## config.mk

```make
export PLATFORM = sky130hd
export DESIGN_NAME = tlb_refill_unit
export DESIGN_NICKNAME = d
export VERILOG_FILES = /design/src/rtl/tlb_pkg.sv /design/src/rtl/tlb_rand_ctr.sv /design/src/rtl/tlb_entry_array.sv /design/src/rtl/tlb_refill_unit.sv
export SDC_FILE = /design/constraint.sdc
export NUM_CORES = 1
export LEC_CHECK = 0
export ABC_AREA = 1
export BUFFER_PORTS_ARGS = -buffer_cell sky130_fd_sc_hd__buf_4
export CORE_MARGIN = 5
export CORE_UTILIZATION = 25
export CTS_BUF_LIST = sky130_fd_sc_hd__clkbuf_4
export DETAILED_ROUTE_END_ITERATION = 10
export GPL_ROUTABILITY_DRIVEN = 0
export RECOVER_POWER = 100
export SKIP_LAST_GASP = 1
export SYNTH_ARGS = -nofsm -noshare
export SYNTH_HDL_FRONTEND = slang
export SYNTH_SLANG_ARGS = --single-unit
export TNS_END_PERCENT = 30
```

## constraint.sdc

```tcl
create_clock -name clk -period 4.3 [get_ports clk]
set_clock_uncertainty 0.1 [all_clocks]
set_input_delay 0.215 -clock clk [delete_from_list [all_inputs] [get_ports clk]]
set_output_delay 0.215 -clock clk [all_outputs]
set_load 0.02 [all_outputs]
```

## src/rtl/tlb_pkg.sv

```systemverilog
package tlb_pkg;
    localparam int VA_W      = 32;
    localparam int PAGE_BITS = 14;
    localparam int VPN_W     = VA_W - PAGE_BITS;
    localparam int PFN_W     = 18;
    localparam int PA_W      = PFN_W + PAGE_BITS;
    localparam int BASE_W    = VA_W - VPN_W - 2;
    localparam logic [VA_W-1:0] REFILL_VEC = 32'h8000_0000;
    localparam logic [VA_W-1:0] FAULT_VEC  = 32'h8000_0180;

    typedef struct packed {
        logic [VPN_W-1:0] vpn;
        logic [PFN_W-1:0] pfn;
        logic             valid;
        logic             dirty;
    } tlb_entry_t;

    typedef enum logic [1:0] {
        ST_IDLE  = 2'd0,
        ST_HIT   = 2'd1,
        ST_MISS  = 2'd2,
        ST_FAULT = 2'd3
    } lk_state_e;
endpackage

```

## src/rtl/tlb_rand_ctr.sv

```systemverilog
module tlb_rand_ctr #(
    parameter int ENTRIES = 16,
    localparam int IDX_W = $clog2(ENTRIES)
) (
    input  logic             clk,
    input  logic             rst,
    output logic [IDX_W-1:0] idx
);
    localparam logic [IDX_W-1:0] LAST = IDX_W'(ENTRIES - 1);

    always_ff @(posedge clk) begin
        if (rst)
            idx <= LAST;
        else if (idx == LAST)
            idx <= '0;
        else
            idx <= idx + 1'b1;
    end
endmodule

```

## src/rtl/tlb_entry_array.sv

```systemverilog
module tlb_entry_array
    import tlb_pkg::*;
#(
    parameter int ENTRIES = 16,
    localparam int IDX_W = $clog2(ENTRIES)
) (
    input  logic             clk,
    input  logic             rst,
    input  logic             wr_en,
    input  logic [IDX_W-1:0] wr_idx,
    input  tlb_entry_t       wr_entry,
    input  logic [VPN_W-1:0] lk_vpn,
    output logic             match_any,
    output tlb_entry_t       match_entry
);
    tlb_entry_t         slot_q [ENTRIES];
    logic [ENTRIES-1:0] tag_eq;

    for (genvar g = 0; g < ENTRIES; g++) begin : g_slot
        always_ff @(posedge clk) begin
            if (rst)
                slot_q[g] <= '0;
            else if (wr_en && wr_idx == IDX_W'(g))
                slot_q[g] <= wr_entry;
        end
        assign tag_eq[g] = (slot_q[g].vpn == lk_vpn);
    end

    // lowest-numbered matching slot decides
    always_comb begin
        match_entry = '0;
        for (int i = ENTRIES - 1; i >= 0; i--) begin
            if (tag_eq[i])
                match_entry = slot_q[i];
        end
    end

    assign match_any = |tag_eq;
endmodule

```

## src/rtl/tlb_refill_unit.sv

```systemverilog
module tlb_refill_unit
    import tlb_pkg::*;
#(
    parameter int ENTRIES = 16,
    localparam int IDX_W = $clog2(ENTRIES)
) (
    input  logic              clk,
    input  logic              rst,
    input  logic              lk_valid,
    input  logic [VA_W-1:0]   lk_va,
    input  logic              pt_base_we,
    input  logic [BASE_W-1:0] pt_base_in,
    input  logic              stg_we,
    input  logic [VPN_W-1:0]  stg_vpn,
    input  logic [PFN_W-1:0]  stg_pfn,
    input  logic              stg_valid,
    input  logic              stg_dirty,
    input  logic              rfl_we,
    output logic              hit,
    output logic [PA_W-1:0]   pa,
    output logic              pa_dirty,
    output logic              refill_req,
    output logic              fault_req,
    output logic [VA_W-1:0]   exc_vector,
    output logic [VA_W-1:0]   bad_va,
    output logic [VA_W-1:0]   context_reg,
    output logic [IDX_W-1:0]  rand_idx
);
    tlb_entry_t        stage_q;
    tlb_entry_t        m_entry;
    logic              m_any;
    lk_state_e         st_q, st_d;
    logic [PA_W-1:0]   pa_q;
    logic              dirty_q;
    logic [BASE_W-1:0] base_q;
    logic [VPN_W-1:0]  ctx_vpn_q;
    logic [VA_W-1:0]   bad_q;

    tlb_rand_ctr #(.ENTRIES(ENTRIES)) u_rand (
        .clk (clk),
        .rst (rst),
        .idx (rand_idx)
    );

    tlb_entry_array #(.ENTRIES(ENTRIES)) u_array (
        .clk         (clk),
        .rst         (rst),
        .wr_en       (rfl_we),
        .wr_idx      (rand_idx),
        .wr_entry    (stage_q),
        .lk_vpn      (lk_va[VA_W-1:PAGE_BITS]),
        .match_any   (m_any),
        .match_entry (m_entry)
    );

    // next-state selection from the lookup on the inputs
    always_comb begin
        if (!lk_valid)
            st_d = ST_IDLE;
        else if (!m_any)
            st_d = ST_MISS;
        else if (m_entry.valid)
            st_d = ST_HIT;
        else
            st_d = ST_FAULT;
    end

    // state register and the data latched with each transition
    always_ff @(posedge clk) begin
        if (rst) begin
            st_q      <= ST_IDLE;
            pa_q      <= '0;
            dirty_q   <= 1'b0;
            stage_q   <= '0;
            base_q    <= '0;
            ctx_vpn_q <= '0;
            bad_q     <= '0;
        end else begin
            st_q    <= st_d;
            pa_q    <= {m_entry.pfn, lk_va[PAGE_BITS-1:0]};
            dirty_q <= m_entry.dirty;
            if (stg_we)
                stage_q <= '{vpn: stg_vpn, pfn: stg_pfn, valid: stg_valid, dirty: stg_dirty};
            if (pt_base_we)
                base_q <= pt_base_in;
            if (st_d == ST_MISS || st_d == ST_FAULT) begin
                bad_q     <= lk_va;
                ctx_vpn_q <= lk_va[VA_W-1:PAGE_BITS];
            end
        end
    end

    // outputs decoded from the state
    always_comb begin
        hit        = 1'b0;
        refill_req = 1'b0;
        fault_req  = 1'b0;
        exc_vector = '0;
        pa         = '0;
        pa_dirty   = 1'b0;
        unique case (st_q)
            ST_IDLE: ;
            ST_HIT: begin
                hit      = 1'b1;
                pa       = pa_q;
                pa_dirty = dirty_q;
            end
            ST_MISS: begin
                refill_req = 1'b1;
                exc_vector = REFILL_VEC;
            end
            ST_FAULT: begin
                fault_req  = 1'b1;
                exc_vector = FAULT_VEC;
            end
        endcase
    end

    assign bad_va      = bad_q;
    assign context_reg = {base_q, ctx_vpn_q, 2'b00};
endmodule

```

==> flow_metrics.py, run 1 <==
metrics = {
    "clock_tree": {
        "numCtsBuffers": 199,
        "cts-resized-gates": 0,
        "clk_pin_slew_ns": 0.06,
        "htreeDepth": 4,
        "cts_tree": "done",
        "post_cts_buffers": 0,
        "numClockSinks": 729,
        "cts-root-buf": "clkbuf_4",
        "cts.path.max_buffers": 3,
        "clk-insertion-delay-late_ns": 1.16,
        "cts_hold_buffers": 268,
    },
    "global_route": {
        "groute.usage.overall_pct": 13.8,
        "grt_overflow": 0,
        "grt_pass1_vias": 26400,
        "grt_antenna_before_repair": 2,
        "grt_pass1_wl_um": 151000,
        "grt_max_degree": 82,
    },
    "die": {
        "die_w_um": 377,
        "die_h_um": 377,
        "die-area_mm2": 0.142,
        "start_util_pct": 25.2,
        "core_mm2": 0.134,
        "ios": 224,
        "num_rows": 134,
    },
    "sta": {
        "setup_violations": 0,
        "worst_slew_pin_slew_ns": 2.46,
        "max_slew_margin_pct": -64.2,
        "slew_viol_final": 819,
        "min_period_ns": 3.68,
        "clock.fmax_mhz": 272,
        "fin_crit_sh_pct": 85.5,
        "hold_viol_final": 0,
        "fin_tns_setup_ns": 0,
        "rsz0062_at_grt": "false",
    },
    "finish": {
        "area_delta_synth_final_pct": 22.3,
        "fillers": 14000,
        "drive_gt1_share_pct": 13.8,
        "final_nets": 4127,
    },
    "route": {
        "drt_iter0_drc": 1886,
        "route.detailed.drc": 0,
        "wirelength_um": 99600,
        "vias": 26300,
        "detail-route-antenna-nets": 0,
        "first_pass_iters": 5,
        "via_per_inst": 4.41,
        "routedWlPerCell_um": 16.7,
    },
    "logic_synthesis": {
        "synth-seq-cells": 729,
        "syn_inst": 3575,
        "ys_warn_count": 0,
        "yosys.area.top_type": "edfxtp_1",
        "syn_avg_cell_area_um2": 9.44,
        "synth_edf_count": 608,
        "async_reset_ff_share_pct": 0,
        "yosysSeqAreaShare_pct": 61.3,
        "netlist_top_cells_area": "edfxtp_1, nor2_1, dfxtp_1",
        "synth_top_flop_cell": "edfxtp_1",
        "syn-cell-area_mm2": 0.0337,
        "ys_types": 45,
        "synth_top_area_share_pct": 54.1,
    },
    "job": {
        "cap_violations": 21,
    },
    "status": {
        "status": "complete, but fails checks",
        "failed_checks": "capacitance limit, slew limit",
    },
    "critical_path": {
        "worstSetupStartpointType": "primary input",
        "crit_family": "buffers and inverters",
        "path_max_fanout": 81,
        "required_ns": 4.94,
        "crit_chain": "dlygate4sd3_1 > clkbuf_1 > inv_4 > nand3_1 > clkbuf_1 > nor2_1",
        "slowest_stage": "clkbuf_1",
        "arrival_ns": 4.32,
        "worst-path-buf-inv": 4,
        "max_stage_delay_ns": 1.72,
        "worstSetupPathType": "primary input to register",
        "end_kind": "register",
        "timing.critical_path.mode_cell": "clkbuf_1",
    },
    "power_and_ir_drop": {
        "ir_drop_v": 0.000259,
        "total_power_mw": 16.2,
        "p_leak_nw": 16.1,
        "p_per_area_mw_per_mm2": 392,
    },
    "placed_design": {
        "hpwl_um": 63800,
        "io_buffers": 192,
    },
    "min_path": {
        "min_path_type": "primary input to register",
    },
}
## logic make-up (layout without fill, tap and decap cells)
kind of cell | after synthesis | after routing | synth area share (%)
buffers and inverters | 557 | 1143 | 7.62
DFF | 729 | 729 | 61.3
AOI/OAI and AO/OA | 447 | 447 | 6.84
adders and majority gates | 4 | 4 | 0.148
xor gates and xnor gates | 105 | 105 | 2.73
and+or+nand+nor | 1732 | 1732 | 21.4
other | 1 | 38 | 0.0111
## final timing paths
path / to / startpoint / cells past startpoint / slack [ns]
hold / removal: st_q[1]$_SDFF_PP0_ / lk_valid / 4 / 0.15
setup reg to reg: pa_q[26]$_SDFF_PP0_ / u_array.slot_q[1][182]$_SDFFCE_PN0P_ / 19 / 0.74
hold reg to reg: bad_va[12]$_SDFFE_PP0P_ / bad_va[12]$_SDFFE_PP0P_ / 2 / 0.39
setup / recovery: u_array.slot_q[0][6]$_SDFFCE_PN0P_ / rst / 6 / 0.62
## flip-flops by register name, indices dropped and copies added (netlist names)
| register | cells |
|---|---|
| u_rand.idx | 4 |
| ctx_vpn_q | 17 |
| pa_q | 32 |
| base_q | 12 |
| u_array.slot_q | 608 |
| bad_va | 15 |
| st_q | 2 |
| stage_q | 38 |
| dirty_q | 1 |
## stage by stage
| step | hold WS, ns | cells | setup slack (ns) | instance area (µm²) | utilization, % |
|---|---|---|---|---|---|
| global placement | 0.337 | 5334 | 0.719 | 36500 | 27.3 |
| floorplan | 0.240 | 3605 | 0.240 | 33800 | - |
| global route | 0.0851 | 5966 | 0.328 | 41300 | 30.8 |
| detailed placement | 0.346 | 5334 | 0.661 | 36500 | 27.3 |
| CTS | 0.0132 | 5959 | 0.912 | 41800 | 31.3 |
| finish | 0.151 | 5966 | 0.624 | 41300 | 30.8 |
## layout by cell type (no fill, tap or decap), drive strengths merged
cell / count
nor3b: 3
a2111oi: 3
dlygate4sd3: 268
nand3: 80
a21oi: 265
a211oi: 2
dfxtp: 121
bufinv: 2
o221ai: 1
nand2: 519
clkinvlp: 2
clkinv: 84
ha: 4
nor2: 929
nor3: 19
diode: 7
or2: 92
o21ai: 172
o22ai: 1
nor4: 26
nand4: 52
xnor2: 76
nor4b: 7
inv: 222
nand3b: 2
and3: 3
buf: 105
clkbuf: 460
edfxtp: 608
conb: 31
o2111ai: 2
xor2: 29
o31ai: 1
## area by class of cell
cell class                 count  area (µm²)  area share, %
antenna                        7        17.5         0.0425
clock buffer                 303        2270           5.51
clock inverter                54         375          0.910
inverter                     256         968           2.35
multi-input combinational   2319       10600           25.6
sequential                   729       20700           50.1
tap                         1768        2210           5.36
timing repair buffer         530        4170           10.1
## worst min-delay path, cell delays in order
cell	delay, ns
dlygate4sd3_1	0.54
buf_4	0.35
nand2_1	0.16
nor2_1	0.04
## where the power goes
part           switching (mW)  internal (mW)  total, mW
Combinational           0.975          0.491       1.47
Sequential              0.154           8.05       8.20
Clock                    3.12           3.37       6.49
Total                    4.25           11.9       16.2
## Yosys cell counts, drive strengths merged (40+ instances only)
library cell  number
nor2             929
dfxtp            121
inv              216
edfxtp           608
o21ai            172
nand3             80
xnor2             76
clkinv            40
a21oi            265
or2               92
clkbuf           156
nand4             52
buf              145
nand2            519
## routing by layer
metal / part of all wire, % / up-vias / track usage, %
met5: 0 / - / 0
li1: - / 12700 / -
met1: 40 / 12700 / 16.0
met3: 6.2 / 191 / 3.01
met4: 3.0 / 0 / 5.39
met2: 51 / 787 / 24.7
No activity file was read; power rests on OpenSTA's default activity.
==> run 2, diff against run 1 <==
--- a/config.mk
+++ b/config.mk
@@ -7,13 +7,16 @@
 export LEC_CHECK = 0
 export ABC_AREA = 1
 export BUFFER_PORTS_ARGS = -buffer_cell sky130_fd_sc_hd__buf_4
+export CORE_ASPECT_RATIO = 1.75
 export CORE_MARGIN = 5
 export CORE_UTILIZATION = 25
 export CTS_BUF_LIST = sky130_fd_sc_hd__clkbuf_4
 export DETAILED_ROUTE_END_ITERATION = 10
 export GPL_ROUTABILITY_DRIVEN = 0
+export GPL_TIMING_DRIVEN = 0
 export RECOVER_POWER = 100
 export SKIP_LAST_GASP = 1
+export SLEW_MARGIN = 40
 export SYNTH_ARGS = -nofsm -noshare
 export SYNTH_HDL_FRONTEND = slang
 export SYNTH_SLANG_ARGS = --single-unit
==> flow_metrics.py, run 2 (synthesized netlist as in run 1, its figures left out) <==
metrics = {
    "finish": {
        "regMostFlops": "u_array.slot_q",
        "final_nets": 4312,
        "largest_reg_flops": 608,
        "reg.largest.list": "u_array.slot_q x608, stage_q x38, pa_q x32",
        "multi_input_area_mm2": 0.0106,
        "fillers": 13800,
        "final_util_pct": 31.2,
        "seq_area_mm2": 0.0207,
        "postLayoutCellArea_mm2": 0.0419,
        "final_cell_mix": "nor2_1, edfxtp_1, nand2_1, clkbuf_1, dlygate4sd3_1",
        "drive_gt1_share_pct": 13.9,
        "final_common_cell": "nor2_1",
        "area_delta_synth_final_pct": 24.3,
    },
    "route": {
        "vias": 27200,
        "wirelength_um": 111000,
        "detail-route-antenna-nets": 0,
        "route.detailed.drc": 0,
        "via_per_inst": 4.42,
        "drt_iter0_drc": 1563,
        "routedWlPerCell_um": 18.0,
        "first_pass_iters": 7,
    },
    "clock_tree": {
        "cts_hold_buffers": 263,
        "cts_tree": "done",
        "cts.path.max_buffers": 3,
        "cts-resized-gates": 0,
        "post_cts_buffers": 0,
        "numClockSinks": 729,
        "htreeDepth": 4,
        "cts-root-buf": "clkbuf_4",
        "clk_pin_slew_ns": 0.07,
        "numCtsBuffers": 161,
        "clk-insertion-delay-late_ns": 1.08,
    },
    "global_route": {
        "groute.usage.overall_pct": 15.0,
        "grt_max_degree": 39,
        "grt_antenna_before_repair": 3,
        "grt_overflow": 0,
        "grt_pass1_vias": 28100,
        "grt_pass1_wl_um": 160000,
    },
    "critical_path": {
        "crit_chain": "dlygate4sd3_1 > clkbuf_1 > inv_1 > clkbuf_1 > clkbuf_1 > o21ai_0 > dlygate4sd3_1 > a21oi_1 > dlygate4sd3_1",
        "end_kind": "register",
        "regToRegStartpoint": "u_array.slot_q[1][297]$_SDFFCE_PN0P_",
        "path_max_fanout": 10,
        "arrival_ns": 5.11,
        "worstSetupStartpointType": "primary input",
        "max_stage_delay_ns": 0.93,
        "required_ns": 5.21,
        "crit_family": "buffers and inverters",
        "worst-path-buf-inv": 7,
        "critPathLaunch": "rst",
        "reg2reg_to": "pa_q[25]$_SDFF_PP0_",
        "reg2reg_slack_ns": 0.16,
        "worstSetupPathType": "primary input to register",
        "ff2ff_path_depth": 20,
        "slowest_stage": "clkbuf_1",
    },
    "min_path": {
        "holdPathEnd": "ctx_vpn_q[7]$_SDFFE_PP0P_",
        "min_from": "lk_va[21]",
        "min_path_cells": 7,
        "min_path_type": "primary input to register",
    },
    "status": {
        "failed_checks": "capacitance limit, slew limit",
        "status": "complete, but fails checks",
    },
    "sta": {
        "hold_viol_final": 0,
        "rsz0062_at_grt": "false",
        "min_period_ns": 4.20,
        "worst_slew_pin_slew_ns": 1.69,
        "setup_violations": 0,
        "max_slew_margin_pct": -12.6,
        "clock.fmax_mhz": 238,
        "fin_crit_sh_pct": 97.6,
        "timing.hold.ws_ns": 0.120,
        "slew_viol_final": 117,
        "fin_tns_setup_ns": 0,
        "fin_ws_ns": 0.102,
    },
    "die": {
        "die_w_um": 288,
        "die_h_um": 496,
        "ios": 224,
        "num_rows": 178,
        "core_mm2": 0.134,
        "start_util_pct": 25.1,
        "die-area_mm2": 0.143,
    },
    "placed_design": {
        "post-place-ws_ns": 0.0435,
        "hpwl_um": 81600,
        "io_buffers": 176,
        "placed_cell_area_mm2": 0.0378,
    },
    "job": {
        "cap_violations": 3,
    },
    "power_and_ir_drop": {
        "ir_drop_v": 0.000157,
        "p_leak_nw": 16.3,
        "p_per_area_mw_per_mm2": 369,
    },
}
[run 2: changes by cell type in the layout (fill, tap and decap cells not counted), moves of 8 or more]
cell      before  now
o21ai_1       20   31
nand3_1       80   70
o21ai_0      152  141
buf_1          0    8
buf_6          0   19
clkbuf_4     327  258
buf_2          0   28
clkbuf_1     126  269
nand3_2        0   10
buf_4        104  135
[run 2: how the worst max path moves through the flow]
| stage | end | slack (ns) | cells past startpoint |
|---|---|---|---|
| final | stage_q[33]$_SDFFE_PP0P_ | 0.10 | 9 |
| after global routing | pa_q[28]$_SDFF_PP0_ | 0.06 | 20 |
| after CTS | pa_q[28]$_SDFF_PP0_ | 0.29 | 20 |
| after detailed placement | pa_q[28]$_SDFF_PP0_ | 0.04 | 22 |
| after global placement | u_array.slot_q[1][297]$_SDFFCE_PN0P_ | -1.86 | 5 |
| after floorplan | u_array.slot_q[1][266]$_SDFFCE_PN0P_ | 0.24 | 3 |
[run 2: power by group]
part           total [mW]  internal, mW  switching, mW
registers            8.19          8.04          0.151
logic                1.63         0.563           1.07
clock network        5.65          2.84           2.81
[run 2: cell type report]
cell class / count / area share (%)
inverters: 256 / 2.30
plain buffers: 301 / 3.72
flip-flops and latches: 729 / 49.3
repair buffers: 452 / 8.85
multi-input cells: 2319 / 25.3
clock buffers: 237 / 4.24
clock inverters: 50 / 0.842
diodes: 3 / 0.0179
well taps: 1800 / 5.37
[run 2: layer usage]
layer  vias up  part of all wire (%)  global-route usage [%]
li1      13000                     -                       -
met1     12900                    29                    11.9
met2       834                    58                    31.3
met3       407                   3.8                    2.24
met4         0                   8.5                    11.6
met5         -                     0                       0
[run 2: tightest hold or removal path: cells and delay by family]
kind,cells,cell delay (ns)
buffers and inverters,4,0.78
AND/OR/NAND/NOR,3,0.21
[run 2: through the flow]
step / instances / total power [mW]
final: 6147 / 15.5
after global routing: 6146 / 16.1
after CTS: 6144 / 15.6
after detailed placement: 5594 / 9.84
after global placement: 5581 / 9.76
after floorplan: 3605 / 9.19
==> run 3, diff against run 2 <==
--- a/config.mk
+++ b/config.mk
@@ -8,7 +8,7 @@
 export ABC_AREA = 1
 export BUFFER_PORTS_ARGS = -buffer_cell sky130_fd_sc_hd__buf_4
 export CORE_ASPECT_RATIO = 1.75
-export CORE_MARGIN = 5
+export CORE_MARGIN = 2
 export CORE_UTILIZATION = 25
 export CTS_BUF_LIST = sky130_fd_sc_hd__clkbuf_4
 export DETAILED_ROUTE_END_ITERATION = 10
==> constraint.sdc (replaced) <==
create_clock -name clk -period 4.4 [get_ports clk]
set_clock_uncertainty 0.1 [all_clocks]
set_input_delay 0.22 -clock clk [delete_from_list [all_inputs] [get_ports clk]]
set_output_delay 0.22 -clock clk [all_outputs]
set_load 0.02 [all_outputs]
==> flow_metrics.py, run 3 (synthesized netlist as in run 1, its figures left out) <==
metrics = {
    "route": {
        "drt_iter0_drc": 1656,
        "route.detailed.drc": 0,
        "wirelength_um": 110000,
        "routedWlPerCell_um": 17.9,
        "detail-route-antenna-nets": 0,
        "via_per_inst": 4.42,
        "vias": 27200,
        "first_pass_iters": 6,
    },
    "die": {
        "die_w_um": 282,
        "die_h_um": 490,
        "ios": 224,
        "num_rows": 178,
        "die-area_mm2": 0.138,
        "start_util_pct": 25.1,
        "core_mm2": 0.134,
    },
    "sta": {
        "worst_slew_pin_slew_ns": 1.82,
        "slew_viol_final": 161,
        "min_period_ns": 4.13,
        "rsz0062_at_grt": "false",
        "hold_viol_final": 0,
        "fin_crit_sh_pct": 93.8,
        "setup_violations": 0,
        "max_slew_margin_pct": -21.6,
        "clock.fmax_mhz": 242,
    },
    "global_route": {
        "groute.usage.overall_pct": 15.8,
        "grt_pass1_wl_um": 160000,
        "grt_overflow": 0,
        "grt_antenna_before_repair": 2,
        "grt_pass1_vias": 28000,
        "grt_max_degree": 39,
    },
    "power_and_ir_drop": {
        "p_per_area_mw_per_mm2": 359,
        "ir_drop_v": 0.000184,
        "p_leak_nw": 16.3,
        "total_power_mw": 15.0,
    },
    "finish": {
        "area_delta_synth_final_pct": 24.1,
        "reg.largest.list": "u_array.slot_q x608, stage_q x38, pa_q x32",
        "largest_reg_flops": 608,
        "final_cell_mix": "nor2_1, edfxtp_1, nand2_1, clkbuf_1, dlygate4sd3_1",
        "final_common_cell": "nor2_1",
        "drive_gt1_share_pct": 13.6,
        "final_nets": 4308,
        "stdcell_count": 6145,
        "regMostFlops": "u_array.slot_q",
    },
    "critical_path": {
        "path_max_fanout": 13,
        "worstSetupStartpointType": "primary input",
        "end_kind": "register",
        "required_ns": 5.27,
        "worstSetupPathType": "primary input to register",
        "arrival_ns": 5.00,
    },
    "placed_design": {
        "hpwl_um": 80700,
        "place_inst": 5593,
        "io_buffers": 176,
    },
    "job": {
        "cap_violations": 5,
    },
    "status": {
        "failed_checks": "capacitance limit, slew limit",
        "status": "complete, but fails checks",
    },
    "clock_tree": {
        "numCtsBuffers": 162,
        "clk-insertion-delay-late_ns": 1.05,
        "clk_pin_slew_ns": 0.08,
        "numClockSinks": 729,
        "cts-resized-gates": 0,
        "htreeDepth": 4,
        "cts.path.max_buffers": 3,
        "cts_hold_buffers": 259,
        "cts-root-buf": "clkbuf_4",
        "cts_tree": "done",
        "post_cts_buffers": 0,
    },
    "min_path": {
        "min_path_type": "primary input to register",
    },
}
-- run 3: cell count changes in the layout (fill, tap and decap cells not counted), sizes merged --
cell / previous run / this run
buf: 192 / 196
diode: 3 / 5
clkbuf: 535 / 526
inv: 223 / 218
bufinv: 5 / 4
clkinv: 75 / 85
dlygate4sd3: 263 / 259
dlymetal6s2s: 0 / 1
-- run 3: worst paths after layout --
kind / cells past startpoint / to / from / slack, ns
worst max-delay path: 9 / stage_q[31]$_SDFFE_PP0P_ / rst / 0.27
worst min-delay path: 6 / ctx_vpn_q[14]$_SDFFE_PP0P_ / lk_va[28] / 0.11
worst min register to register: 2 / bad_va[11]$_SDFFE_PP0P_ / bad_va[11]$_SDFFE_PP0P_ / 0.38
worst max register to register: 20 / pa_q[27]$_SDFF_PP0_ / u_array.slot_q[1][297]$_SDFFCE_PN0P_ / 0.36
-- run 3: power by group --
group / internal (mW) / switching, mW
logic: 0.553 / 1.04
clock network: 2.68 / 2.77
registers: 7.86 / 0.148
total: 11.1 / 3.95
-- run 3: critical path: stages --
cell and delay [ns]:
dlygate4sd3_1 0.54, clkbuf_1 0.38, inv_1 0.39, clkbuf_1 0.76
clkbuf_1 0.97, o21ai_0 0.28, dlygate4sd3_1 0.65, a21oi_1 0.16
dlygate4sd3_1 0.61
-- run 3: metrics by stage --
stage	worst slack, ns	util, %	cell area (µm²)	hold slack, ns	TNS, ns
5_1_grt	0.214	31.2	41900	0.0627	0
2_1_floorplan	0.340	-	33800	0.245	0
3_3_place_gp	-1.66	27.9	37400	0.339	-232.95
4_1_cts	0.587	31.6	42500	0.00419	0
3_5_place_dp	0.251	28.1	37800	0.346	0
6_report	0.273	31.2	41900	0.110	0
-- run 3: layout make-up --
class | instances | area, µm²
fillers | 13800 | 92400
flip-flops and latches | 729 | 20700
multi-input cells | 2319 | 10600
repair buffers | 447 | 3690
well taps | 1800 | 2250
clock buffers | 234 | 1760
plain buffers | 301 | 1570
inverters | 256 | 966
clock inverters | 54 | 330
diodes | 5 | 12.5
-- run 3: layer usage --
layer / wire length (µm) / GRT usage [%] / share of wire (%)
met3: 3710 / 2.21 / 3.4
met5: 0 / 0 / 0
met2: 64200 / 32.4 / 58
met4: 9700 / 12.9 / 8.8
met1: 32300 / 12.5 / 29
